==> src/rtl/dma_evt_pkg.sv <==
package dma_evt_pkg;
   typedef enum logic [1:0] {
      RA_PEND = 2'd0,
      RA_EN   = 2'd1,
      RA_CLR  = 2'd2,
      RA_RSVD = 2'd3
   } reg_addr_e;

   function automatic int idx_width(input int n);
      return (n > 1) ? $clog2(n) : 1;
   endfunction
endpackage

==> src/rtl/evt_pend_bank.sv <==
module evt_pend_bank #(
   parameter int NUM_EVT = 32
) (
   input  logic               clk,
   input  logic               rst_n,
   input  logic [NUM_EVT-1:0] set_i,
   input  logic [NUM_EVT-1:0] clr_i,
   output logic [NUM_EVT-1:0] pend_o
);
   for (genvar i = 0; i < NUM_EVT; i++) begin : g_bit
      logic flag_q;
      always_ff @(posedge clk) begin
         if (!rst_n)
            flag_q <= 1'b0;
         else if (set_i[i])
            flag_q <= 1'b1;
         else if (clr_i[i])
            flag_q <= 1'b0;
      end
      assign pend_o[i] = flag_q;
   end
endmodule

==> src/rtl/evt_prio_pick.sv <==
module evt_prio_pick #(
   parameter int NUM_EVT = 32,
   parameter int IDX_W   = 5
) (
   input  logic [NUM_EVT-1:0] cand_i,
   output logic               any_o,
   output logic [IDX_W-1:0]   idx_o
);
   always_comb begin
      any_o = 1'b0;
      idx_o = '0;
      for (int i = NUM_EVT - 1; i >= 0; i--) begin
         if (cand_i[i]) begin
            any_o = 1'b1;
            idx_o = IDX_W'(i);
         end
      end
   end
endmodule

==> src/rtl/evt_req_slot.sv <==
module evt_req_slot #(
   parameter int IDX_W = 5
) (
   input  logic             clk,
   input  logic             rst_n,
   input  logic             load_any_i,
   input  logic [IDX_W-1:0] load_idx_i,
   input  logic             ready_i,
   output logic             valid_o,
   output logic [IDX_W-1:0] idx_o,
   output logic             fire_o
);
   logic             valid_q;
   logic [IDX_W-1:0] idx_q;
   logic             take;

   assign take   = !valid_q || ready_i;
   assign fire_o = valid_q && ready_i;

   always_ff @(posedge clk) begin
      if (!rst_n) begin
         valid_q <= 1'b0;
         idx_q   <= '0;
      end else if (take) begin
         valid_q <= load_any_i;
         if (load_any_i)
            idx_q <= load_idx_i;
      end
   end

   assign valid_o = valid_q;
   assign idx_o   = idx_q;
endmodule

==> src/rtl/dma_evt_latch.sv <==
module dma_evt_latch
   import dma_evt_pkg::*;
#(
   parameter int NUM_EVT = 32,
   parameter int DATA_W  = 32,
   localparam int IDX_W  = idx_width(NUM_EVT)
) (
   input  logic               clk,
   input  logic               rst_n,
   input  logic [NUM_EVT-1:0] evt_in,
   input  logic               reg_wr,
   input  logic [1:0]         reg_addr,
   input  logic [DATA_W-1:0]  reg_wdata,
   output logic [DATA_W-1:0]  reg_rdata,
   output logic               req_valid,
   output logic [IDX_W-1:0]   req_evt,
   input  logic               req_ready
);
   initial begin
      assert (NUM_EVT >= 1 && NUM_EVT <= DATA_W)
         else $error("dma_evt_latch: NUM_EVT must be in 1..DATA_W");
   end

   reg_addr_e              addr;
   logic [NUM_EVT-1:0]     en_q;
   logic [NUM_EVT-1:0]     pend_q;
   logic [NUM_EVT-1:0]     sw_clr;
   logic [NUM_EVT-1:0]     hw_clr;
   logic [NUM_EVT-1:0]     cand;
   logic                   pick_any;
   logic [IDX_W-1:0]       pick_idx;
   logic                   fire;
   logic [DATA_W-1:0]      pend_w;
   logic [DATA_W-1:0]      en_w;

   assign addr = reg_addr_e'(reg_addr);

   always_ff @(posedge clk) begin
      if (!rst_n)
         en_q <= '0;
      else if (reg_wr && addr == RA_EN)
         en_q <= reg_wdata[NUM_EVT-1:0];
   end

   assign sw_clr = (reg_wr && addr == RA_CLR) ? reg_wdata[NUM_EVT-1:0] : '0;

   for (genvar i = 0; i < NUM_EVT; i++) begin : g_hwclr
      assign hw_clr[i] = fire && (req_evt == IDX_W'(i));
   end

   evt_pend_bank #(.NUM_EVT(NUM_EVT)) u_bank (
      .clk    (clk),
      .rst_n  (rst_n),
      .set_i  (evt_in),
      .clr_i  (sw_clr | hw_clr),
      .pend_o (pend_q)
   );

   assign cand = pend_q & en_q & ~sw_clr & ~hw_clr;

   evt_prio_pick #(.NUM_EVT(NUM_EVT), .IDX_W(IDX_W)) u_pick (
      .cand_i (cand),
      .any_o  (pick_any),
      .idx_o  (pick_idx)
   );

   evt_req_slot #(.IDX_W(IDX_W)) u_slot (
      .clk        (clk),
      .rst_n      (rst_n),
      .load_any_i (pick_any),
      .load_idx_i (pick_idx),
      .ready_i    (req_ready),
      .valid_o    (req_valid),
      .idx_o      (req_evt),
      .fire_o     (fire)
   );

   always_comb begin
      pend_w = '0;
      en_w   = '0;
      pend_w[NUM_EVT-1:0] = pend_q;
      en_w[NUM_EVT-1:0]   = en_q;
      unique case (addr)
         RA_PEND: reg_rdata = pend_w;
         RA_EN:   reg_rdata = en_w;
         default: reg_rdata = '0;
      endcase
   end
endmodule

==> config.mk <==
export PLATFORM = sky130hd
export DESIGN_NAME = dma_evt_latch
export DESIGN_NICKNAME = d
export VERILOG_FILES = /design/src/rtl/dma_evt_pkg.sv /design/src/rtl/evt_pend_bank.sv /design/src/rtl/evt_prio_pick.sv /design/src/rtl/evt_req_slot.sv /design/src/rtl/dma_evt_latch.sv
export SDC_FILE = /design/constraint.sdc
export NUM_CORES = 1
export LEC_CHECK = 0
export BUFFER_PORTS_ARGS = -buffer_cell sky130_fd_sc_hd__buf_2
export CAP_MARGIN = 5
export CORE_UTILIZATION = 40
export DETAILED_ROUTE_END_ITERATION = 8
export PLACE_DENSITY = 0.66
export SKIP_LAST_GASP = 1
export SLEW_MARGIN = 20
export SYNTH_ARGS = -nofsm -noshare
export SYNTH_HDL_FRONTEND = slang
export SYNTH_SLANG_ARGS = --single-unit
export TNS_END_PERCENT = 30
==> constraint.sdc <==
create_clock -name clk -period 3.6 [get_ports clk]
set_clock_uncertainty 0.2 [all_clocks]
set_input_delay 1.08 -clock clk [delete_from_list [all_inputs] [get_ports clk]]
set_output_delay 1.08 -clock clk [all_outputs]
set_load 0.01 [all_outputs]
# Word-level counts from Yosys, hierarchy flattened
# Cells that the tools add are included.
dict set report word_totals {
  output_inout_bits 38
  word_cells 276
  regBits 70
  in_bits 70
}
dict set report op_classes {
  eq_ne 33
  muxes 130
  n_reduce_logical 72
  bitwise_logic 6
}
# operator count
set op_table {}
lappend op_table {{5-bit two-way mux} 32}
lappend op_table {{32-bit bitwise AND} 3}
lappend op_table {{1-bit two-way mux} 96}
lappend op_table {{5-bit equality test (second input constant)} 16}
lappend op_table {{32-bit NOT} 2}
lappend op_table {{32-bit one-hot mux with 2 select lines} 1}
lappend op_table {{2-bit nonzero test} 32}
lappend op_table {{5-bit by 4-bit equality test with 1-bit output (second input constant)} 8}
lappend op_table {{1-bit logical AND} 35}
lappend op_table {{32-bit two-way mux} 1}
lappend op_table {{32-bit OR} 1}
lappend op_table {{5-bit by 3-bit equality test with 1-bit output (second input constant)} 4}
lappend op_table {{5-bit by 2-bit equality test with 1-bit output (second input constant)} 2}
lappend op_table {{5-bit by 1-bit equality test with 1-bit output (second input constant)} 1}
lappend op_table {{5-bit zero test} 1}
lappend op_table {{2-bit by 1-bit equality test with 1-bit output (second input constant)} 1}
lappend op_table {{2-bit equality test (second input constant)} 1}
lappend op_table {{2-bit zero test} 1}
lappend op_table {{2-bit AND reduction} 1}
lappend op_table {{1-bit zero test} 1}
lappend op_table {{1-bit logical OR} 1}

# Logic depth before layout (Yosys ltp)
# Gate-level depths: netlist of run 1.
dict set report logic_depth {
  depth_word 39
  depth_mapped 10
  depth_no_buf 7
}

# Modules after synthesis
# A second synthesis of run 1 with hierarchy kept.
dict set report hier_totals {
  hier_cells 565
  area_unflattened_um2 4827.1
}
# module seq_area_each_um2 n_inst cells_each area_each_um2
set by_module_without_submodules {}
lappend by_module_without_submodules {dma_evt_latch 640.6 1 342 2840.2}
lappend by_module_without_submodules {evt_pend_bank 640.6 1 131 1355.0}
lappend by_module_without_submodules {evt_prio_pick 0.0 1 65 370.4}
lappend by_module_without_submodules {evt_req_slot 120.1 1 27 261.5}

# Worst setup path after synthesis of run 1
# OpenSTA, ideal clock, no wires.
dict set report synth_timing {
  kind {input -> output}
  start {in reg_addr[0]}
  end {out reg_rdata[10]}
  n_path_buf 3
  required_ps 2320
  path_slack_ps 55
  arrival_ps 2265
  stages 5
  cell_sequence {clkbuf_1 buf_2 buf_1 mux2i_1 nor2_1}
}
dict set report synth_via {
  elab_chain_cells 2
  elab_cells_between_ends 3
  cone_classes {1 x eq/ne; 1 x mux; 1 x reduce/logical}
}
# item line
set synth_lines {}
lappend synth_lines {{from (decl)} dma_evt_latch.sv:12} ;# input logic [1:0] reg_addr,
lappend synth_lines {{2-bit by 1-bit equality test with 1-bit output / 2-bit zero test (equally long branches)} dma_evt_latch.sv:83} ;# unique case (addr)
lappend synth_lines {{32-bit one-hot mux with 2 select lines (*)} dma_evt_latch.sv:83}
lappend synth_lines {{to (decl)} dma_evt_latch.sv:14} ;# output logic [DATA_W-1:0] reg_rdata,
# Every way passes the cells marked *; elsewhere a longest branch is shown, timed or not.

# Worst setup path in the final report of run 1
dict set report layout_timing {
  start {in reg_addr[0]}
  end {out reg_rdata[1]}
}
# The elaborated chain is that of the path after synthesis.

==> flow_metrics.env, run 1 <==
export IMPL_final_cell_mix="nand2_1 (126), buf_2 (107), dfxtp_1 (70), nor2_1 (48), buf_4 (38)"
export IMPL_die_w_um=108
export IMPL_rr_startpoint="u_slot.idx_o[0]$_SDFFE_PN0P_"
export IMPL_io_buffers=107
export IMPL_grt_max_degree=41
export IMPL_swShare=0.300
export IMPL_cts_sinks=70
export IMPL_grt_pass1_vias=4545
export IMPL_vias_per_cell=5.78
export IMPL_share_comb_of_total_power=0.207
export IMPL_yosysSeqAreaShare=0.312
export IMPL_die_y_um=108
export IMPL_fin_crit_ns=3.27
export IMPL_cp_max_fo=14
export IMPL_clk_latency_ns=0.37
export IMPL_cts_made_buffers=9
export IMPL_crit_path_start_kind="input pin"
export IMPL_io_pins=108
export IMPL_hold_class="flip-flop to flip-flop"
export IMPL_area_growth_pct=22.6
export IMPL_rows=38
export IMPL_p_int_mw=1.35
export IMPL_ys_types=57
export IMPL_async_flop_share=0
export IMPL_hp_start="en_q[1]$_SDFFE_PN0P_"
export IMPL_crit_chain="buf_2 -> buf_4 -> mux2i_1 -> nor2_1 -> buf_2"
export IMPL_yosysWarnings=0
export IMPL_setup_violations=0
export IMPL_clockPowerShare=0.340
export IMPL_grt_util_all_layers=0.255
export IMPL_hold_violations=0
export IMPL_crit_path_end_kind="output pin"
export IMPL_path_delay_family="buffers and inverters"
export IMPL_rsz0062_at_grt="false"
export IMPL_r2r_cells=8
export IMPL_cp_num_buf_inv=3
export IMPL_clk_pin_slew_ns=0.07
export IMPL_htreeDepth=3
export IMPL_syn_nets=632
export IMPL_tritoncts="built"
export IMPL_cpMostUsedCell="buf_2"
export IMPL_tightest_slew_ns=0.707
export IMPL_peakVddDrop_v=0.000208
export IMPL_ant_nets=0
export IMPL_routabilityCongestion=0.967
export IMPL_overflow=0
export IMPL_drtIter0Drc=343
export IMPL_avgSynthCellArea_um2=7.99
export IMPL_cts_root_buf="clkbuf_8"
export IMPL_hold_depth=2
export IMPL_worstPathArrival_ns=1.99
export IMPL_core_area_um2=10900
export IMPL_finalSetupTns_ns=0
export IMPL_p_leak_nw=2.38
export IMPL_pwr_share_seq=0.453
export IMPL_post_route_period_util=0.908
export IMPL_initial_utilization=0.412
export IMPL_cts_resized=0
export IMPL_max_freq_mhz=306
export IMPL_drive_gt1_frac=0.259
export IMPL_cts_buffer_depth=2
export IMPL_grt_antenna_before_repair=0
export IMPL_worstSetupPathType="input pin to output pin"
export IMPL_required_ns=2.32
export IMPL_post_dp_hpwl_um=10900
export IMPL_slew_headroom=0.529
export IMPL_layout_commonest_cell="nand2_1"
export IMPL_wirelength_um=14400
export IMPL_grt_pass1_wl_um=22700
export IMPL_cpPeakStageDelay_ns=0.28
export IMPL_status="completed"
export IMPL_nets=746
export IMPL_drv_cap=0
export IMPL_wl_per_cell_um=17.6
export IMPL_ff2ff_setup_slack_ns=0.41
export IMPL_cp_slowest_cell="buf_4"
export IMPL_diodes=0
export IMPL_die_area_um2=11600
export IMPL_r2r_end="u_slot.idx_o[0]$_SDFFE_PN0P_"
export IMPL_fillCellCount=1077
export IMPL_synthFlopType="dfxtp_1"
export IMPL_synth_edf_count=0
export IMPL_final_util=0.506
export IMPL_drtPass1Iterations=5
export IMPL_p_per_area_nw_per_um2=350
export IMPL_num_vias=4736
export IMPL_slew_violations=0
export IMPL_holdPathEnd="en_q[1]$_SDFFE_PN0P_"
export IMPL_synth_area_um2=4490
export IMPL_drcViolationCount=0
export IMPL_syn_instance_count=562
export IMPL_power_switching_mw=0.578
export IMPL_postCtsSetupRepairBufs=0
export IMPL_ys_ff_latch=70
export IMPL_cts_hold_buf=0
## cell type report
type | count | area (um2) | area share
repair buffers | 147 | 861 | 0.156
multi-input cells | 438 | 2840 | 0.516
well taps | 140 | 175 | 0.0318
inverters | 10 | 37.5 | 0.00682
clock buffers | 13 | 159 | 0.0289
clock inverters | 1 | 30.0 | 0.00546
flip-flops and latches | 70 | 1400 | 0.255
## sequential cells by signal (all words and copies together) (netlist names)
signal               cells
u_slot.idx_o             5
u_slot.valid_o           1
u_bank.g_bit.flag_q     32
en_q                    32
## metal layers
metal / share of wire / routed length, um / GRT usage
met5: 0 / 0 / 0
met4: 0.027 / 383 / 0.107
met3: 0.072 / 1040 / 0.0539
met2: 0.45 / 6520 / 0.405
met1: 0.45 / 6470 / 0.333
## synth_stat cells, types with 2 or more instances
library cell	n	area share
a32o_1	2	0.0045
clkbuf_1	23	0.019
a221oi_1	6	0.012
nor3_1	4	0.0045
a31oi_1	14	0.020
a211oi_1	20	0.033
mux2i_1	32	0.071
o21ai_0	11	0.012
buf_4	4	0.0067
buf_2	11	0.012
buf_1	4	0.0033
dfxtp_1	70	0.31
a21oi_1	12	0.013
nand4_1	3	0.0042
nand4b_1	13	0.025
nor4_4	3	0.014
nand3_1	3	0.0033
nor2b_1	13	0.018
nor4_1	3	0.0042
inv_1	10	0.0084
buf_6	2	0.0050
or3b_1	2	0.0039
o21a_1	19	0.032
o2111a_1	9	0.023
nand4_2	2	0.0056
nor4b_1	3	0.0059
nor3b_2	2	0.0056
a21boi_0	33	0.055
and4b_1	17	0.038
nand3b_1	3	0.0050
nand2_1	126	0.11
o21bai_1	2	0.0033
nor2_1	48	0.040
o2111ai_1	6	0.012
and4bb_2	2	0.0056
and3b_1	4	0.0078
## worst register-to-register path, stage by stage (launching register included)
cell and delay [ns]:
dfxtp_1 0.71, nor3b_2 0.63, a211oi_1 0.22, a2111oi_1 0.37
buf_4 0.19, nand4_2 0.15, o21ai_4 0.29, nor4b_1 0.10
a32o_1 0.23
## cells by family after synthesis
| logic type | after synthesis | share of synthesized area |
|---|---|---|
| buffers and inverters | 54 | 0.0549 |
| muxes | 32 | 0.0714 |
| and+or+nand+nor | 260 | 0.315 |
| AOI/OAI and AO/OA | 146 | 0.247 |
| DFF | 70 | 0.312 |
## through the flow
stage	power (mW)	setup slack [ns]	hold slack, ns	instance area (um2)	std cells
3_3_place_gp	1.27	0.105	0.266	5320	805
6_report	1.92	0.330	0.285	5500	819
4_1_cts	1.93	0.354	0.286	5500	819
3_5_place_dp	1.28	0.0291	0.276	5320	805
5_1_grt	2.01	0.198	0.305	5500	819
2_1_floorplan	1.12	0.0552	0.256	4490	562
## power groups by stage
stage / registers (mW) / logic [mW] / clock network, mW
floorplan: 0.874 / 0.243 / 0
global placement: 0.886 / 0.387 / 0
detailed placement: 0.889 / 0.393 / 0
CTS: 0.871 / 0.395 / 0.669
global route: 0.881 / 0.429 / 0.705
finish: 0.872 / 0.398 / 0.654
## worst max-delay path by stage
stage                           start                           end  slack [ns]  depth (start not counted)
after global routing        req_ready  u_slot.idx_o[0]$_SDFFE_PN0P_        0.20                          8
after global placement    reg_addr[0]  u_slot.idx_o[0]$_SDFFE_PN0P_        0.11                          9
final                     reg_addr[0]                  reg_rdata[1]        0.33                          5
after floorplan           reg_addr[0]                 reg_rdata[10]        0.06                          5
after CTS                 reg_addr[0]                  reg_rdata[1]        0.35                          5
after detailed placement  reg_addr[0]  u_slot.idx_o[0]$_SDFFE_PN0P_        0.03                          9
Power figures use the tool's default switching activity.
==> run 2: changes to the inputs <==
- clock period: 3.6 -> 3.3 ns (I/O delays scaled with it)
==> flow_metrics.env, run 2 (synthesis results as in run 1) <==
export IMPL_vias_per_cell=5.72
export IMPL_cts_root_buf="clkbuf_8"
export IMPL_cts_hold_buf=0
export IMPL_hold_depth=2
export IMPL_drtPass1Iterations=5
export IMPL_slew_violations=0
export IMPL_worstPathArrival_ns=1.92
export IMPL_wl_per_cell_um=17.3
export IMPL_final_cell_mix="nand2_1 (126), buf_2 (107), dfxtp_1 (70), buf_4 (60), nor2_1 (48)"
export IMPL_hold_violations=0
export IMPL_crit_path_end_kind="output pin"
export IMPL_cts_made_buffers=9
export IMPL_status="completed"
export IMPL_io_buffers=107
export IMPL_finalSetupTns_ns=0
export IMPL_tritoncts="built"
export IMPL_grt_pass1_vias=4702
export IMPL_rows=38
export IMPL_worstSetupPathType="input pin to output pin"
export IMPL_post_dp_hpwl_um=11200
export IMPL_clk_latency_ns=0.36
export IMPL_postCtsSetupRepairBufs=0
export IMPL_cp_max_fo=24
export IMPL_drive_gt1_frac=0.283
export IMPL_wirelength_um=14600
export IMPL_p_per_area_nw_per_um2=364
export IMPL_nets=769
export IMPL_drtIter0Drc=301
export IMPL_setup_violations=0
export IMPL_p_leak_nw=2.50
export IMPL_holdPathEnd="en_q[12]$_SDFFE_PN0P_"
export IMPL_die_y_um=108
export IMPL_io_pins=108
export IMPL_rsz0062_at_grt="false"
export IMPL_drcViolationCount=0
export IMPL_hold_class="flip-flop to flip-flop"
export IMPL_grt_pass1_wl_um=23600
export IMPL_hp_start="en_q[12]$_SDFFE_PN0P_"
export IMPL_overflow=0
export IMPL_grt_antenna_before_repair=0
export IMPL_routabilityCongestion=0.949
export IMPL_cts_resized=0
export IMPL_core_area_um2=10900
export IMPL_fin_crit_ns=3.11
export IMPL_final_area_um2=5680
export IMPL_cts_sinks=70
export IMPL_clk_pin_slew_ns=0.07
export IMPL_drv_cap=0
export IMPL_num_vias=4826
export IMPL_die_w_um=108
export IMPL_r2r_end="u_slot.idx_o[0]$_SDFFE_PN0P_"
export IMPL_layout_commonest_cell="nand2_1"
export IMPL_grt_util_all_layers=0.263
export IMPL_rr_startpoint="u_slot.idx_o[1]$_SDFFE_PN0P_"
export IMPL_crit_path_start_kind="input pin"
export IMPL_placed_area_um2=5500
export IMPL_initial_utilization=0.412
export IMPL_required_ns=2.11
export IMPL_die_area_um2=11600
export IMPL_max_freq_mhz=322
export IMPL_slew_headroom=0.571
export IMPL_htreeDepth=3
export IMPL_grt_max_degree=41
export IMPL_area_growth_pct=26.6
export IMPL_r2r_cells=9
export IMPL_diodes=0
export IMPL_peakVddDrop_v=0.000189
export IMPL_ant_nets=0
export IMPL_cts_buffer_depth=2
export IMPL_post_route_period_util=0.941
export IMPL_ff2ff_setup_slack_ns=0.39
export IMPL_tightest_slew_ns=0.639
run 2: per-stage QoR:
step / worst slack, ns / utilization / total power [mW] / instances / hold WS (ns)
4_1_cts: 0.205 / 0.522 / 2.07 / 844 / 0.285
3_3_place_gp: -0.0358 / 0.505 / 1.41 / 828 / 0.264
2_1_floorplan: -0.0617 / - / 1.22 / 562 / 0.256
3_5_place_dp: -0.0982 / 0.505 / 1.42 / 828 / 0.274
6_report: 0.195 / 0.522 / 2.07 / 844 / 0.285
5_1_grt: 0.0806 / 0.522 / 2.16 / 844 / 0.306
run 2: worst max-delay path, stage by stage:
cell and delay, ns:
buf_2 0.14, buf_4 0.31, mux2i_1 0.25, nor2_1 0.06
buf_2 0.15
run 2: how the worst max path moves through the flow:
stage | start | cells after the start | endpoint
3_5_place_dp | reg_addr[0] | 8 | u_slot.idx_o[0]$_SDFFE_PN0P_
6_report | reg_addr[0] | 5 | reg_rdata[24]
5_1_grt | reg_addr[0] | 9 | u_slot.idx_o[0]$_SDFFE_PN0P_
4_1_cts | reg_addr[0] | 5 | reg_rdata[24]
2_1_floorplan | reg_addr[0] | 5 | reg_rdata[21]
3_3_place_gp | req_ready | 10 | u_slot.idx_o[0]$_SDFFE_PN0P_
run 2: metal layers:
metal,up-vias,share of wire,wire (um),GRT usage
met3,34,0.061,888,0.0454
li1,2319,-,-,-
met4,0,0.038,549,0.136
met2,186,0.45,6540,0.415
met5,-,0,0,0
met1,2287,0.45,6620,0.343
run 2: report_power, final:
group | switching [mW] | internal, mW
clock | 0.327 | 0.337
sequential | 0.0519 | 0.895
combinational | 0.248 | 0.207
total | 0.627 | 1.44
run 2: cell type report:
cell class	instances	area, um2
tap	140	175
inverter	10	37.5
clock buffer	16	180
fill	1044	5210
timing repair buffer	170	1050
sequential	70	1400
multi-input combinational	438	2840
==> run 3: changes to the inputs <==
- BUFFER_PORTS_ARGS: -buffer_cell sky130_fd_sc_hd__buf_2 -> -buffer_cell sky130_fd_sc_hd__buf_4
- PLACE_DENSITY: 0.66 -> 0.68
- clock period: 3.3 -> 2.49 ns (I/O delays scaled with it)
==> flow_metrics.env, run 3 (synthesis results as in run 1) <==
export IMPL_crit_path_start_kind="flip-flop"
export IMPL_grt_pass1_vias=5013
export IMPL_htreeDepth=3
export IMPL_p_per_area_nw_per_um2=460
export IMPL_rows=38
export IMPL_clk_latency_ns=0.36
export IMPL_fin_crit_ns=2.60
export IMPL_drcViolationCount=0
export IMPL_drtPass1Iterations=5
export IMPL_grt_max_degree=41
export IMPL_routabilityCongestion=0.924
export IMPL_grt_util_all_layers=0.280
export IMPL_slew_headroom=0.711
export IMPL_worst_slack_ns=-0.111
export IMPL_tightest_slew_ns=0.434
export IMPL_post_dp_hpwl_um=11800
export IMPL_io_buffers=107
export IMPL_setup_violations=7
export IMPL_cts_hold_buf=0
export IMPL_wl_met1_um=6950
export IMPL_diodes=0
export IMPL_worstSetupPathType="flip-flop to flip-flop"
export IMPL_initial_utilization=0.412
export IMPL_wl_met3_um=782
export IMPL_die_y_um=108
export IMPL_slew_violations=0
export IMPL_fin_total_pwr_mw=3.20
export IMPL_num_vias=5144
export IMPL_placed_area_um2=6220
export IMPL_hold_violations=0
export IMPL_grt_antenna_before_repair=0
export IMPL_clk_pin_slew_ns=0.09
export IMPL_rsz0062_at_grt="true"
export IMPL_area_growth_pct=55.2
export IMPL_drv_cap=0
export IMPL_grt_pass1_wl_um=25100
export IMPL_cts_buffer_depth=2
export IMPL_cp_max_fo=7
export IMPL_die_area_um2=11600
export IMPL_hold_class="flip-flop to flip-flop"
export IMPL_crit_path_end_kind="flip-flop"
export IMPL_nets=848
export IMPL_ant_nets=0
export IMPL_fillCellCount=956
export IMPL_final_cell_mix="buf_4 (232), nand2_1 (125), dfxtp_1 (67), nor2_1 (48), a21boi_0 (33)"
export IMPL_met2_length_um=7760
export IMPL_cts_sinks=70
export IMPL_io_pins=108
export IMPL_hp_start="en_q[22]$_SDFFE_PN0P_"
export IMPL_layout_commonest_cell="buf_4"
export IMPL_max_freq_mhz=385
export IMPL_wirelength_um=16000
export IMPL_overflow=0
export IMPL_vias_per_cell=5.57
export IMPL_status="complete, but fails checks"
export IMPL_core_area_um2=10900
export IMPL_cts_root_buf="clkbuf_8"
export IMPL_worstPathArrival_ns=2.66
export IMPL_cts_made_buffers=9
export IMPL_die_w_um=108
export IMPL_post_route_period_util=1.04
export IMPL_drive_gt1_frac=0.416
export IMPL_required_ns=2.55
export IMPL_top_layer_used="met4"
export IMPL_violations="negative setup slack"
export IMPL_wl_per_cell_um=17.3
export IMPL_worstSetupStartpoint="u_slot.idx_o[1]$_SDFFE_PN0P_"
export IMPL_tritoncts="built"
export IMPL_rr_startpoint="u_slot.idx_o[1]$_SDFFE_PN0P_"
export IMPL_final_area_um2=6970
export IMPL_p_leak_nw=3.09
export IMPL_drtIter0Drc=240
export IMPL_peakVddDrop_v=0.000252
[run 3: layout make-up]
cell class | instances | area (um2) | area share
multi-input cells | 438 | 3120 | 0.449
inverters | 10 | 37.5 | 0.00539
repair buffers | 249 | 1980 | 0.285
clock buffers | 11 | 151 | 0.0217
flip-flops and latches | 70 | 1410 | 0.203
clock inverters | 5 | 81.3 | 0.0117
well taps | 140 | 175 | 0.0251
[run 3: final timing paths]
| path | slack, ns | cells past startpoint | endpoint |
|---|---|---|---|
| max | -0.11 | 8 | u_slot.idx_o[0]$_SDFFE_PN0P_ |
| min | 0.28 | 2 | en_q[22]$_SDFFE_PN0P_ |
| max reg2reg | -0.11 | 8 | u_slot.idx_o[0]$_SDFFE_PN0P_ |
| min reg2reg | 0.28 | 2 | en_q[22]$_SDFFE_PN0P_ |
[run 3: through the flow]
| stage | utilization | setup slack [ns] | hold slack [ns] | TNS, ns | std cells |
|---|---|---|---|---|---|
| detailed placement | 0.571 | -0.503 | 0.274 | -5.12 | 884 |
| floorplan | - | -0.223 | 0.256 | -0.895 | 562 |
| finish | 0.640 | -0.111 | 0.280 | -0.479 | 923 |
| CTS | 0.632 | -0.0444 | 0.284 | -0.105 | 917 |
| global route | 0.640 | -0.188 | 0.307 | -1.39 | 923 |
| global placement | 0.571 | -0.488 | 0.265 | -4.69 | 884 |
[run 3: what timing repair did]
action | CTS | global route
resized for setup | 66 | 12
pin swaps | 15 | 11
setup endpoints to repair | 25 | 21
buffers inserted | 20 | 6
[run 3: where the power goes]
part	total, mW	switching, mW	internal (mW)
Clock	1.09	0.471	0.619
Combinational	0.857	0.395	0.462
Sequential	1.25	0.0676	1.19
[run 3: routing by layer]
metal | vias up | GRT usage
li1 | 2479 | -
met3 | 41 | 0.0321
met1 | 2435 | 0.342
met5 | - | 0
met4 | 0 | 0.122
met2 | 189 | 0.493
[run 3: critical path, cell delays in order (launching register included)]
cell and delay, ns:
dfxtp_4 0.39, buf_6 0.14, or3b_4 0.40, o2111a_2 0.30, nor4_4 0.32, nand4_2 0.19
o21ai_4 0.26, nor4b_2 0.08, a32o_1 0.21
